$ cat src/rtl/kbd_obuf_pkg.sv
package kbd_obuf_pkg;

  // Decisions the control half hands to the datapath registers.
  typedef struct packed {
    logic anyPend;   // some channel holds a byte
    logic selAux;    // auxiliary is the sole pending channel
    logic kbdIrq;    // keyboard interrupt qualified
    logic auxIrq;    // auxiliary interrupt qualified
  } arbStrobe_t;

  localparam arbStrobe_t STROBE_IDLE = '{default: 1'b0};

endpackage

$ cat src/rtl/kbd_obuf_ctrl.sv
module kbd_obuf_ctrl
  import kbd_obuf_pkg::*;
(
  input  logic       kbdPending,
  input  logic       auxPending,
  input  logic       modeKbdIrqEn,
  input  logic       modeAuxIrqEn,
  input  logic       modeKbdOff,
  output arbStrobe_t strobe
);

  logic auxOnly;
  logic kbdWins;

  // Keyboard has fixed priority: auxiliary is chosen only when alone.
  assign auxOnly = auxPending & ~kbdPending;
  assign kbdWins = kbdPending;

  always_comb begin
    strobe         = STROBE_IDLE;
    strobe.anyPend = kbdPending | auxPending;
    strobe.selAux  = auxOnly;
    strobe.auxIrq  = auxOnly & modeAuxIrqEn;
    strobe.kbdIrq  = kbdWins & modeKbdIrqEn & ~modeKbdOff;
  end

endmodule

$ cat src/rtl/kbd_obuf_dpath.sv
module kbd_obuf_dpath
  import kbd_obuf_pkg::*;
#(
  parameter int DATA_W = 8
) (
  input  logic              clk,
  input  logic              rstN,
  input  arbStrobe_t        strobe,
  input  logic              modeKbdOff,
  input  logic [DATA_W-1:0] kbdByte,
  input  logic [DATA_W-1:0] auxByte,
  output logic              obfQ,
  output logic              auxObfQ,
  output logic              irqKbdQ,
  output logic              irqAuxQ,
  output logic              selAuxQ,
  output logic [DATA_W-1:0] byteQ
);

  logic [DATA_W-1:0] byteMux;

  assign byteMux = strobe.selAux ? auxByte : kbdByte;

  always_ff @(posedge clk or negedge rstN) begin
    if (!rstN) begin
      obfQ    <= 1'b0;
      auxObfQ <= 1'b0;
      irqKbdQ <= 1'b0;
      irqAuxQ <= 1'b0;
      selAuxQ <= 1'b0;
      byteQ   <= '0;
    end else begin
      obfQ    <= strobe.anyPend;
      auxObfQ <= strobe.selAux;
      irqKbdQ <= strobe.kbdIrq;
      irqAuxQ <= strobe.auxIrq;
      selAuxQ <= strobe.selAux;
      byteQ   <= byteMux;
    end
  end

  AST_AUX_FLAG_NEEDS_OBF: assert property (@(posedge clk) disable iff (!rstN) auxObfQ |-> obfQ);
  AST_IRQ_EXCLUSIVE: assert property (@(posedge clk) disable iff (!rstN) !(irqKbdQ && irqAuxQ));
  AST_OBF_FOLLOWS: assert property (@(posedge clk) disable iff (!rstN) strobe.anyPend |=> obfQ);
  AST_IDLE_QUIET: assert property (@(posedge clk) disable iff (!rstN) !strobe.anyPend |=> (!obfQ && !irqKbdQ && !irqAuxQ && !auxObfQ));
  AST_KBD_OFF_MASKS: assert property (@(posedge clk) disable iff (!rstN) modeKbdOff |=> !irqKbdQ);
  AST_AUX_IRQ_HAS_FLAG: assert property (@(posedge clk) disable iff (!rstN) irqAuxQ |-> auxObfQ);
  AST_SEL_MATCHES_FLAG: assert property (@(posedge clk) disable iff (!rstN) strobe.selAux |=> selAuxQ && auxObfQ);

endmodule

$ cat src/rtl/kbd_obuf_arbiter.sv
module kbd_obuf_arbiter
  import kbd_obuf_pkg::*;
#(
  parameter int DATA_W = 8
) (
  input  logic              clk,
  input  logic              rstN,
  input  logic              kbdPending,
  input  logic              auxPending,
  input  logic              modeKbdIrqEn,
  input  logic              modeAuxIrqEn,
  input  logic              modeKbdOff,
  input  logic [DATA_W-1:0] kbdByte,
  input  logic [DATA_W-1:0] auxByte,
  output logic              statusObf,
  output logic              statusAuxObf,
  output logic              portObf,
  output logic              portAuxObf,
  output logic              irqKbd,
  output logic              irqAux,
  output logic              readSelAux,
  output logic [DATA_W-1:0] readByte
);

  arbStrobe_t strobe;

  kbd_obuf_ctrl uCtrl (
    .kbdPending  (kbdPending),
    .auxPending  (auxPending),
    .modeKbdIrqEn(modeKbdIrqEn),
    .modeAuxIrqEn(modeAuxIrqEn),
    .modeKbdOff  (modeKbdOff),
    .strobe      (strobe)
  );

  kbd_obuf_dpath #(.DATA_W(DATA_W)) uDpath (
    .clk       (clk),
    .rstN      (rstN),
    .strobe    (strobe),
    .modeKbdOff(modeKbdOff),
    .kbdByte   (kbdByte),
    .auxByte   (auxByte),
    .obfQ      (statusObf),
    .auxObfQ   (statusAuxObf),
    .irqKbdQ   (irqKbd),
    .irqAuxQ   (irqAux),
    .selAuxQ   (readSelAux),
    .byteQ     (readByte)
  );

  // Output port copies share the status registers.
  assign portObf    = statusObf;
  assign portAuxObf = statusAuxObf;

endmodule

$ cat config.mk
export PLATFORM = sky130hd
export DESIGN_NAME = kbd_obuf_arbiter
export DESIGN_NICKNAME = d
export VERILOG_FILES = /design/src/rtl/kbd_obuf_pkg.sv /design/src/rtl/kbd_obuf_ctrl.sv /design/src/rtl/kbd_obuf_dpath.sv /design/src/rtl/kbd_obuf_arbiter.sv
export SDC_FILE = /design/constraint.sdc
export NUM_CORES = 1
export LEC_CHECK = 0
export ABC_AREA = 1
export ABC_CLOCK_PERIOD_IN_PS = 1100
export BUFFER_PORTS_ARGS = -buffer_cell sky130_fd_sc_hd__buf_2
export CORE_AREA = 10 10 47 49
export CTS_BUF_LIST = sky130_fd_sc_hd__clkbuf_8
export DETAILED_ROUTE_END_ITERATION = 12
export DIE_AREA = 0 0 57 59
export GPL_ROUTABILITY_DRIVEN = 0
export PLACE_DENSITY = 0.83
export SETUP_SLACK_MARGIN = 0.5
export SYNTH_ARGS = -nofsm -noshare
export SYNTH_HDL_FRONTEND = slang
export SYNTH_SLANG_ARGS = --single-unit
$ cat constraint.sdc
create_clock -name clk -period 1.1 [get_ports clk]
set_input_delay 0.055 -clock clk [delete_from_list [all_inputs] [get_ports clk]]
set_output_delay 0.055 -clock clk [all_outputs]
set_load 0.05 [all_outputs]
==> metrics.md, run 1 <==
| Metric | Value |
|---|---|
| HP Class | in2reg |
| Async set or reset register ratio after synthesis | 100% |
| CP max stage cell | dfrtp_2 |
| Combinational Power Share | 26.2% |
| Final WL | 1.33 mm |
| Setup violators final | 0 |
| Initial antenna violation count | 0 |
| Mapped Cells | 48 |
| Seq pwr share | 41.8% |
| Worst hold stages | 2 |
| Cts bufs inserted | 3 |
| Ranking of synthesized cells by area | dfrtp_1, nand2_1, nand3_1 |
| Crit path max-delay family | flip-flops |
| Clock share of power | 31.9% |
| Gr ovfl total | 0 |
| Slew HR | 82.7% |
| Hold slack final | -40.5 ps |
| Top post-synthesis cells by count | nand2_1, dfrtp_1, nand3_1 |
| Routed len/inst | 13.1 um |
| DRT antenna net count | 0 |
| Cell variety after synth | 10 |
| Initial Utilization | 33.8% |
| Final worst-path cycle share | 79.3% |
| DP Area | 661 um^2 |
| Antenna fix cells | 0 |
| Post-synth EDFFs | 0 |
| Area grow syn2layout | 69.9% |
| Unrepaired setup endpoints after global routing | yes |
| CTS tree | built |
| Critical path's largest stage delay | 420 ps |
| Seq/Total Area, Yosys | 63.3% |
| Hold violation count in the final report | 1 |
| Peak supply drop | 648 uV |
| Port Buffers | 37 |
| Final Max Slew Viols | 0 |
| Post-route DRC | 0 |
| Via Count | 444 |
| Largest area contributor in the netlist | dfrtp_1 |
| Actual slew at the worst max-slew pin | 260 ps |
| CTS Root Cell | clkbuf_8 |
| Vias in the first global route | 487 |
| Psw | 347 uW |
| DRT iter0 DRCs | 8 |
| Arrival time of the worst setup path | 820 ps |
| Post-layout power | 1180 uW |
| Area taken by flip-flops and latches | 315 um^2 |
| Failing checks | hold timing |
| Drt first pass iters | 4 |
| Worst-path fanout max | 3 |
| Worst Path Required | 1040 ps |
| Top cell type's share of synthesized area | 63.3% |
| Internal power | 831 uW |
| Buffers plus inverters on the worst setup path | 1 |
| Largest net degree at the start of global routing | 13 |
| Synth Area per Inst | 9.88 um^2 |
| Net count after synthesis | 71 |
| Die Wd | 57 um |
| Status | finished with violations |
| Post-CTS setup buffers | 0 |
| Synth Warn # | 0 |
| Hold Crit Endpoint | uDpath.irqKbdQ |
| Maximum achievable frequency | 1150 MHz |
| DP Cell Count | 97 |
| Top_reg_cell synth | dfrtp_1 |
| Num rows | 14 |
| First-pass GRT wire length | 2.12 mm |
| Nature of the critical path startpoint | flip-flop |
| Max Cap Viol | 0 |
| Pleak | 0.000437 uW |
| CTS max path bufs | 2 |
| Cell Chain, Critical Path | buf_6 |
| Hold Buf Count CTS | 1 |
| Io pins | 38 |
| Fill count | 126 |
| Detailed Place HPWL | 1.08 mm |
| Die Span Y | 59 um |
| Min-delay src | modeKbdOff |
| Worst setup EP type | output pin |
| Fin crit period | 873 ps |
| Critical path class | reg2out |
| Fin area | 806 um^2 |
| Non-Filler Instances | 101 |
| Switching share of power | 29.5% |
| Setup_tns | 0 ps |
| Footprint of the multi-input gates | 129 um^2 |
| FF+latch count, synth | 12 |
| Die area | 3360 um^2 |
| Share of layout cells above drive strength 1 | 63.5% |
| Total GRT Usage | 8.16% |
| Count leader, synth | nand2_1 |
| Clock-pin slew on the worst setup and hold paths | 50 ps |
| Core ar. | 1400 um^2 |
| Pwr dens | 1460 nW/um^2 |
| Sink Count | 12 |
| Area of the mapped netlist | 474 um^2 |
| Routed vias/inst | 4.40 |
| Layout Nets | 110 |
| H-tree lvl count | 1 |
## layout by cell type (no fill, tap or decap)
cell           synthesis  final
buf_2                  0     22
buf_6                  1     15
clkbuf_8               0      3
dfrtp_2                0     12
dlygate4sd3_1          0      1
inv_1                  2      2
inv_2                  1      1
nand2_1               17     17
nand2_4                1      1
nand3_1                8      8
nor2_1                 2      2
or2_1                  1      1
## layer usage
layer	up-vias	share of wire, %	GRT usage [%]
met4	0	4.1	7.05
met5	-	0	0
met1	190	35	7.43
met2	29	49	13.0
met3	5	12	4.51
li1	220	-	-
## sequential cells by signal, indices dropped and copies added (netlist names)
register / flops
uDpath.irqKbdQ: 1
uDpath.obfQ: 1
uDpath.selAuxQ: 1
uDpath.irqAuxQ: 1
uDpath.byteQ: 8
## what timing repair did
| item | 4_1_cts | 5_1_grt |
|---|---|---|
| setup endpoints to repair | 15 | 15 |
| gates resized for setup | 30 | 0 |
| hold endpoints to repair | 13 | 1 |
## worst max path at each step
stage                              start         endpoint  slack (ps)  depth (start not counted)
after floorplan           uDpath.selAuxQ       readSelAux         320                          1
after global placement    uDpath.selAuxQ       portAuxObf         450                          1
after detailed placement      kbdPending  uDpath.byteQ[6]         430                          5
after CTS                 uDpath.selAuxQ       portAuxObf         220                          1
after global routing      uDpath.selAuxQ       portAuxObf         200                          1
final                     uDpath.selAuxQ       portAuxObf         230                          1
## layout make-up
class                      count  area share, %
clock buffer                   3           5.12
inverter                       3           1.40
multi-input combinational     29           16.0
sequential                    12           39.1
tap                           16           2.48
timing repair buffer          38           35.9
## per-stage QoR
step | util (%) | setup WS (ps)
3_5_place_dp | 47.1 | 434
2_1_floorplan | - | 321
3_3_place_gp | 47.1 | 453
4_1_cts | 57.5 | 216
6_report | 57.5 | 227
5_1_grt | 57.5 | 202
## power by group through the flow
stage               clock network, uW  registers (uW)  logic (uW)
floorplan                           0             605        76.9
global placement                    0             490         262
detailed placement                  0             491         266
CTS                               391             493         313
global route                      408             496         329
finish                            376             493         309
## cells by family (layout without fill, tap and decap cells)
| family | count (synthesis) | after routing | synth area share (%) |
|---|---|---|---|
| and+or+nand+nor | 29 | 29 | 27.2 |
| buffers and inverters | 7 | 44 | 9.50 |
| DFF | 12 | 12 | 63.3 |
(Power assumes the default switching activity.)
==> run 2: changes to the inputs <==
--- a/config.mk
+++ b/config.mk
@@ -6,7 +6,7 @@
 export NUM_CORES = 1
 export LEC_CHECK = 0
 export ABC_AREA = 1
-export ABC_CLOCK_PERIOD_IN_PS = 1100
+export ABC_CLOCK_PERIOD_IN_PS = 870
 export BUFFER_PORTS_ARGS = -buffer_cell sky130_fd_sc_hd__buf_2
 export CORE_AREA = 10 10 47 49
 export CTS_BUF_LIST = sky130_fd_sc_hd__clkbuf_8
==> constraint.sdc (replaced) <==
create_clock -name clk -period 0.87 [get_ports clk]
set_input_delay 0.0435 -clock clk [delete_from_list [all_inputs] [get_ports clk]]
set_output_delay 0.0435 -clock clk [all_outputs]
set_load 0.05 [all_outputs]
==> metrics.md, run 2 (same netlist as run 1, synthesis figures left out) <==
| Metric | Value |
|---|---|
| Status | finished with violations |
| Failing checks | hold timing |
| Slew HR | 83.1% |
| Setup violators final | 0 |
| DP Cell Count | 97 |
| DRT antenna net count | 0 |
| Routed vias/inst | 4.34 |
| Vias in the first global route | 488 |
| Leading cell type in the layout, fill and taps excluded | buf_2 |
| Clock-pin slew on the worst setup and hold paths | 50 ps |
| Antenna fix cells | 0 |
| Io pins | 38 |
| CP max stage cell | dfrtp_2 |
| Max FFs per register | 8 |
| H-tree lvl count | 1 |
| Critical path's largest stage delay | 420 ps |
| Fin crit period | 864 ps |
| Critical path class | reg2out |
| Die Span Y | 59 um |
| Die area | 3360 um^2 |
| Total GRT Usage | 7.94% |
| Port Buffers | 37 |
| Post-CTS setup buffers | 0 |
| Max Cap Viol | 0 |
| HP Class | in2async |
| Final WL | 1.33 mm |
| Final worst-path cycle share | 99.3% |
| Buffers plus inverters on the worst setup path | 1 |
| CTS tree | built |
| Peak supply drop | 1170 uV |
| Worst Path Required | 830 ps |
| GRT met1 Usage | 7.92% |
| Gr ovfl total | 0 |
| Layout Nets | 110 |
| Share of layout cells above drive strength 1 | 66.3% |
| Sink Count | 12 |
| Non-Filler Instances | 102 |
| Pwr dens | 1890 nW/um^2 |
| Arrival time of the worst setup path | 820 ps |
| Num rows | 14 |
| Cts bufs inserted | 3 |
| Met2 Track Usage GR | 11.9% |
| Crit path max-delay family | flip-flops |
| GR peak layer | met2 |
| Cell Chain, Critical Path | buf_6 |
| Unrepaired setup endpoints after global routing | yes |
| First-pass GRT wire length | 2.17 mm |
| CTS Root Cell | clkbuf_8 |
| Via Count | 443 |
| Post-layout power | 1650 uW |
| Core ar. | 1400 um^2 |
| Die Wd | 57 um |
| Maximum achievable frequency | 1160 MHz |
| Pleak | 0.000456 uW |
| Actual slew at the worst max-slew pin | 254 ps |
| Drt first pass iters | 4 |
| Nature of the critical path startpoint | flip-flop |
| Register bank with the most flops | uDpath.byteQ |
| Initial antenna violation count | 0 |
| Detailed Place HPWL | 1.08 mm |
| Met3 usage | 7.30% |
| Post-route DRC | 0 |
| Routed len/inst | 13.0 um |
| Most frequent cells in the layout | buf_2, nand2_1, dfrtp_2 |
| Largest net degree at the start of global routing | 13 |
| Area grow syn2layout | 84.2% |
| Hold violation count in the final report | 13 |
| DRT iter0 DRCs | 2 |
| Initial Utilization | 33.8% |
| Worst setup EP type | output pin |
| Hold slack final | -334 ps |
| Worst-path fanout max | 3 |
| Final Max Slew Viols | 0 |
| CTS max path bufs | 2 |
run 2: where the power goes:
group | switching, uW | leakage [uW] | internal [uW] | total, uW
logic | 255 | 0.000295 | 173 | 428
registers | 26.1 | 0.000132 | 604 | 630
clock network | 196 | 0.0000288 | 399 | 595
run 2: how the worst max path moves through the flow:
stage | slack (ps) | cells past startpoint | end | startpoint
floorplan | 100 | 1 | readSelAux | uDpath.selAuxQ
global placement | 240 | 1 | readSelAux | uDpath.selAuxQ
detailed placement | 220 | 1 | portAuxObf | uDpath.selAuxQ
CTS | -5 | 1 | portAuxObf | uDpath.selAuxQ
global route | -20 | 1 | portAuxObf | uDpath.selAuxQ
finish | 6 | 1 | portAuxObf | uDpath.selAuxQ
run 2: layout make-up:
cell class	instances	area [um^2]
sequential	12	315
fill	119	528
clock buffer	4	55.1
inverter	3	18.8
multi-input combinational	29	138
tap	16	20.0
timing repair inverter	1	5.00
timing repair buffer	37	322
run 2: stage by stage:
stage	util, %	worst slack (ps)	setup TNS, ps	cell area, um^2
after floorplan	-	102	0	524
after global routing	62.3	-21.0	-61.7	873
after detailed placement	47.9	218	0	672
after global placement	47.9	236	0	672
final	62.3	6.20	0	873
after CTS	61.1	-5.41	-15.1	856
run 2: per-layer routing:
layer / part of all wire (%) / routed length [um]
met2: 48 / 635
met3: 16 / 219
met4: 0.98 / 13
met1: 35 / 459
met5: 0 / 0
run 2: repair_timing:
| action | CTS | global route |
|---|---|---|
| hold endpoints to repair | 15 | 13 |
| endpoints found under the setup margin | 16 | 23 |
| resized for setup | 40 | 6 |
| cloned | 0 | 1 |
==> run 3: changes to the inputs <==
--- a/config.mk
+++ b/config.mk
@@ -8,12 +8,12 @@
 export ABC_AREA = 1
 export ABC_CLOCK_PERIOD_IN_PS = 870
 export BUFFER_PORTS_ARGS = -buffer_cell sky130_fd_sc_hd__buf_2
-export CORE_AREA = 10 10 47 49
-export CTS_BUF_LIST = sky130_fd_sc_hd__clkbuf_8
+export CORE_MARGIN = 10
+export CORE_UTILIZATION = 36
 export DETAILED_ROUTE_END_ITERATION = 12
-export DIE_AREA = 0 0 57 59
 export GPL_ROUTABILITY_DRIVEN = 0
-export PLACE_DENSITY = 0.83
+export PLACE_DENSITY = 0.84
+export REMOVE_ABC_BUFFERS = 1
 export SETUP_SLACK_MARGIN = 0.5
 export SYNTH_ARGS = -nofsm -noshare
 export SYNTH_HDL_FRONTEND = slang
==> metrics.md, run 3 (same netlist as run 1, synthesis figures left out) <==
| Metric | Value |
|---|---|
| Total GRT Usage | 9.49% |
| Core ar. | 1270 um^2 |
| Footprint of the multi-input gates | 138 um^2 |
| Failing checks | hold timing, setup timing |
| Layout Nets | 109 |
| Die Wd | 56.3 um |
| Fin area | 792 um^2 |
| Pwr dens | 1830 nW/um^2 |
| Crit path max-delay family | flip-flops |
| Worst setup EP type | output pin |
| Area taken by flip-flops and latches | 302 um^2 |
| HP Class | in2async |
| CTS max path bufs | 2 |
| Antenna fix cells | 0 |
| Post-layout power | 1450 uW |
| Clock share of power | 30.1% |
| Critical path's largest stage delay | 430 ps |
| Internal power | 994 uW |
| Post-route DRC | 0 |
| Final Max Slew Viols | 0 |
| DRT antenna net count | 0 |
| Die Span Y | 56.3 um |
| Most frequent cells in the layout | buf_2, nand2_1, buf_6 |
| Hold violation count in the final report | 22 |
| Critical path class | reg2out |
| Cts bufs inserted | 3 |
| First-pass GRT wire length | 2.42 mm |
| Port Buffers | 37 |
| Final WS setup | -39.7 ps |
| Routed len/inst | 14.0 um |
| Max Cap Viol | 0 |
| Final WL | 1.40 mm |
| Actual slew at the worst max-slew pin | 259 ps |
| Via Count | 465 |
| Area grow syn2layout | 67.0% |
| DRT iter0 DRCs | 3 |
| Nature of the critical path startpoint | flip-flop |
| Pleak | 0.000442 uW |
| Sink Count | 12 |
| Buffers plus inverters on the worst setup path | 1 |
| Cell Chain, Critical Path | buf_6 |
| Detailed Place HPWL | 1.10 mm |
| Worst Path Required | 830 ps |
| CTS Root Cell | clkbuf_4 |
| Max FFs per register | 8 |
| Slew HR | 82.7% |
| Setup violators final | 5 |
| CP max stage cell | dfrtp_2 |
| Share of layout cells above drive strength 1 | 51.8% |
| H-tree lvl count | 1 |
| Worst slack at placement | 191 ps |
| Arrival time of the worst setup path | 870 ps |
| Drt first pass iters | 4 |
| Routed vias/inst | 4.65 |
| Initial Utilization | 37.4% |
| Fill count | 109 |
| Fin crit period | 910 ps |
| Gr ovfl total | 0 |
| Initial antenna violation count | 0 |
| Worst-path fanout max | 3 |
| CTS tree | built |
| Seq pwr share | 42.6% |
| Largest net degree at the start of global routing | 13 |
| Hold slack final | -368 ps |
| Clock-pin slew on the worst setup and hold paths | 70 ps |
| Psw | 454 uW |
| Switching share of power | 31.3% |
| Num rows | 13 |
| Vias in the first global route | 503 |
| Register bank with the most flops | uDpath.byteQ |
| Die area | 3170 um^2 |
| Status | finished with violations |
| Final worst-path cycle share | 105% |
| Io pins | 38 |
| Peak supply drop | 822 uV |
| Leading cell type in the layout, fill and taps excluded | buf_2 |
| Maximum achievable frequency | 1100 MHz |
| Combinational Power Share | 27.3% |
| Unrepaired setup endpoints after global routing | yes |
| DP Area | 644 um^2 |
## run 3: path summary, 6_finish.rpt
kind	from	to	slack, ps	depth (start not counted)
min	rstN	uDpath.obfQ	-370	1
max	uDpath.selAuxQ	readSelAux	-40	1
min in group clk	modeKbdOff	uDpath.irqKbdQ	-80	2
max in group asynchronous	rstN	uDpath.selAuxQ	1020	1
## run 3: cell type report
cell class	count	share of cell area, %
multi-input cells	29	17.4
repair buffers	37	35.5
flip-flops and latches	12	38.1
clock buffers	4	4.58
well taps	15	2.37
inverters	3	2.05
## run 3: routing by layer
metal,GRT usage (%),vias to the layer above,routed length (um)
li1,-,221,-
met1,11.1,209,640
met2,13.5,33,613
met3,5.17,2,140
met4,5.15,0,7
met5,0,-,0
## run 3: power by group through the flow
stage	Combinational [uW]	Sequential (uW)	Clock [uW]
global route	421	621	475
CTS	388	614	453
finish	395	616	436
floorplan	44.3	781	0
detailed placement	336	615	0
global placement	332	614	0
## run 3: repair_timing
item / in CTS / in global routing
setup buffers: 0 / 0
resized for setup: 28 / 7
hold endpoints to repair: 22 / 21
endpoints found under the setup margin: 21 / 21
gates cloned: 0 / 0
## run 3: per-stage QoR
| step | utilization [%] | cells | setup TNS, ps |
|---|---|---|---|
| floorplan | - | 44 | -1180 |
| global route | 62.4 | 100 | -396 |
| detailed placement | 50.8 | 96 | 0 |
| global placement | 50.8 | 96 | 0 |
| finish | 62.4 | 100 | -140 |
| CTS | 60.4 | 100 | -206 |
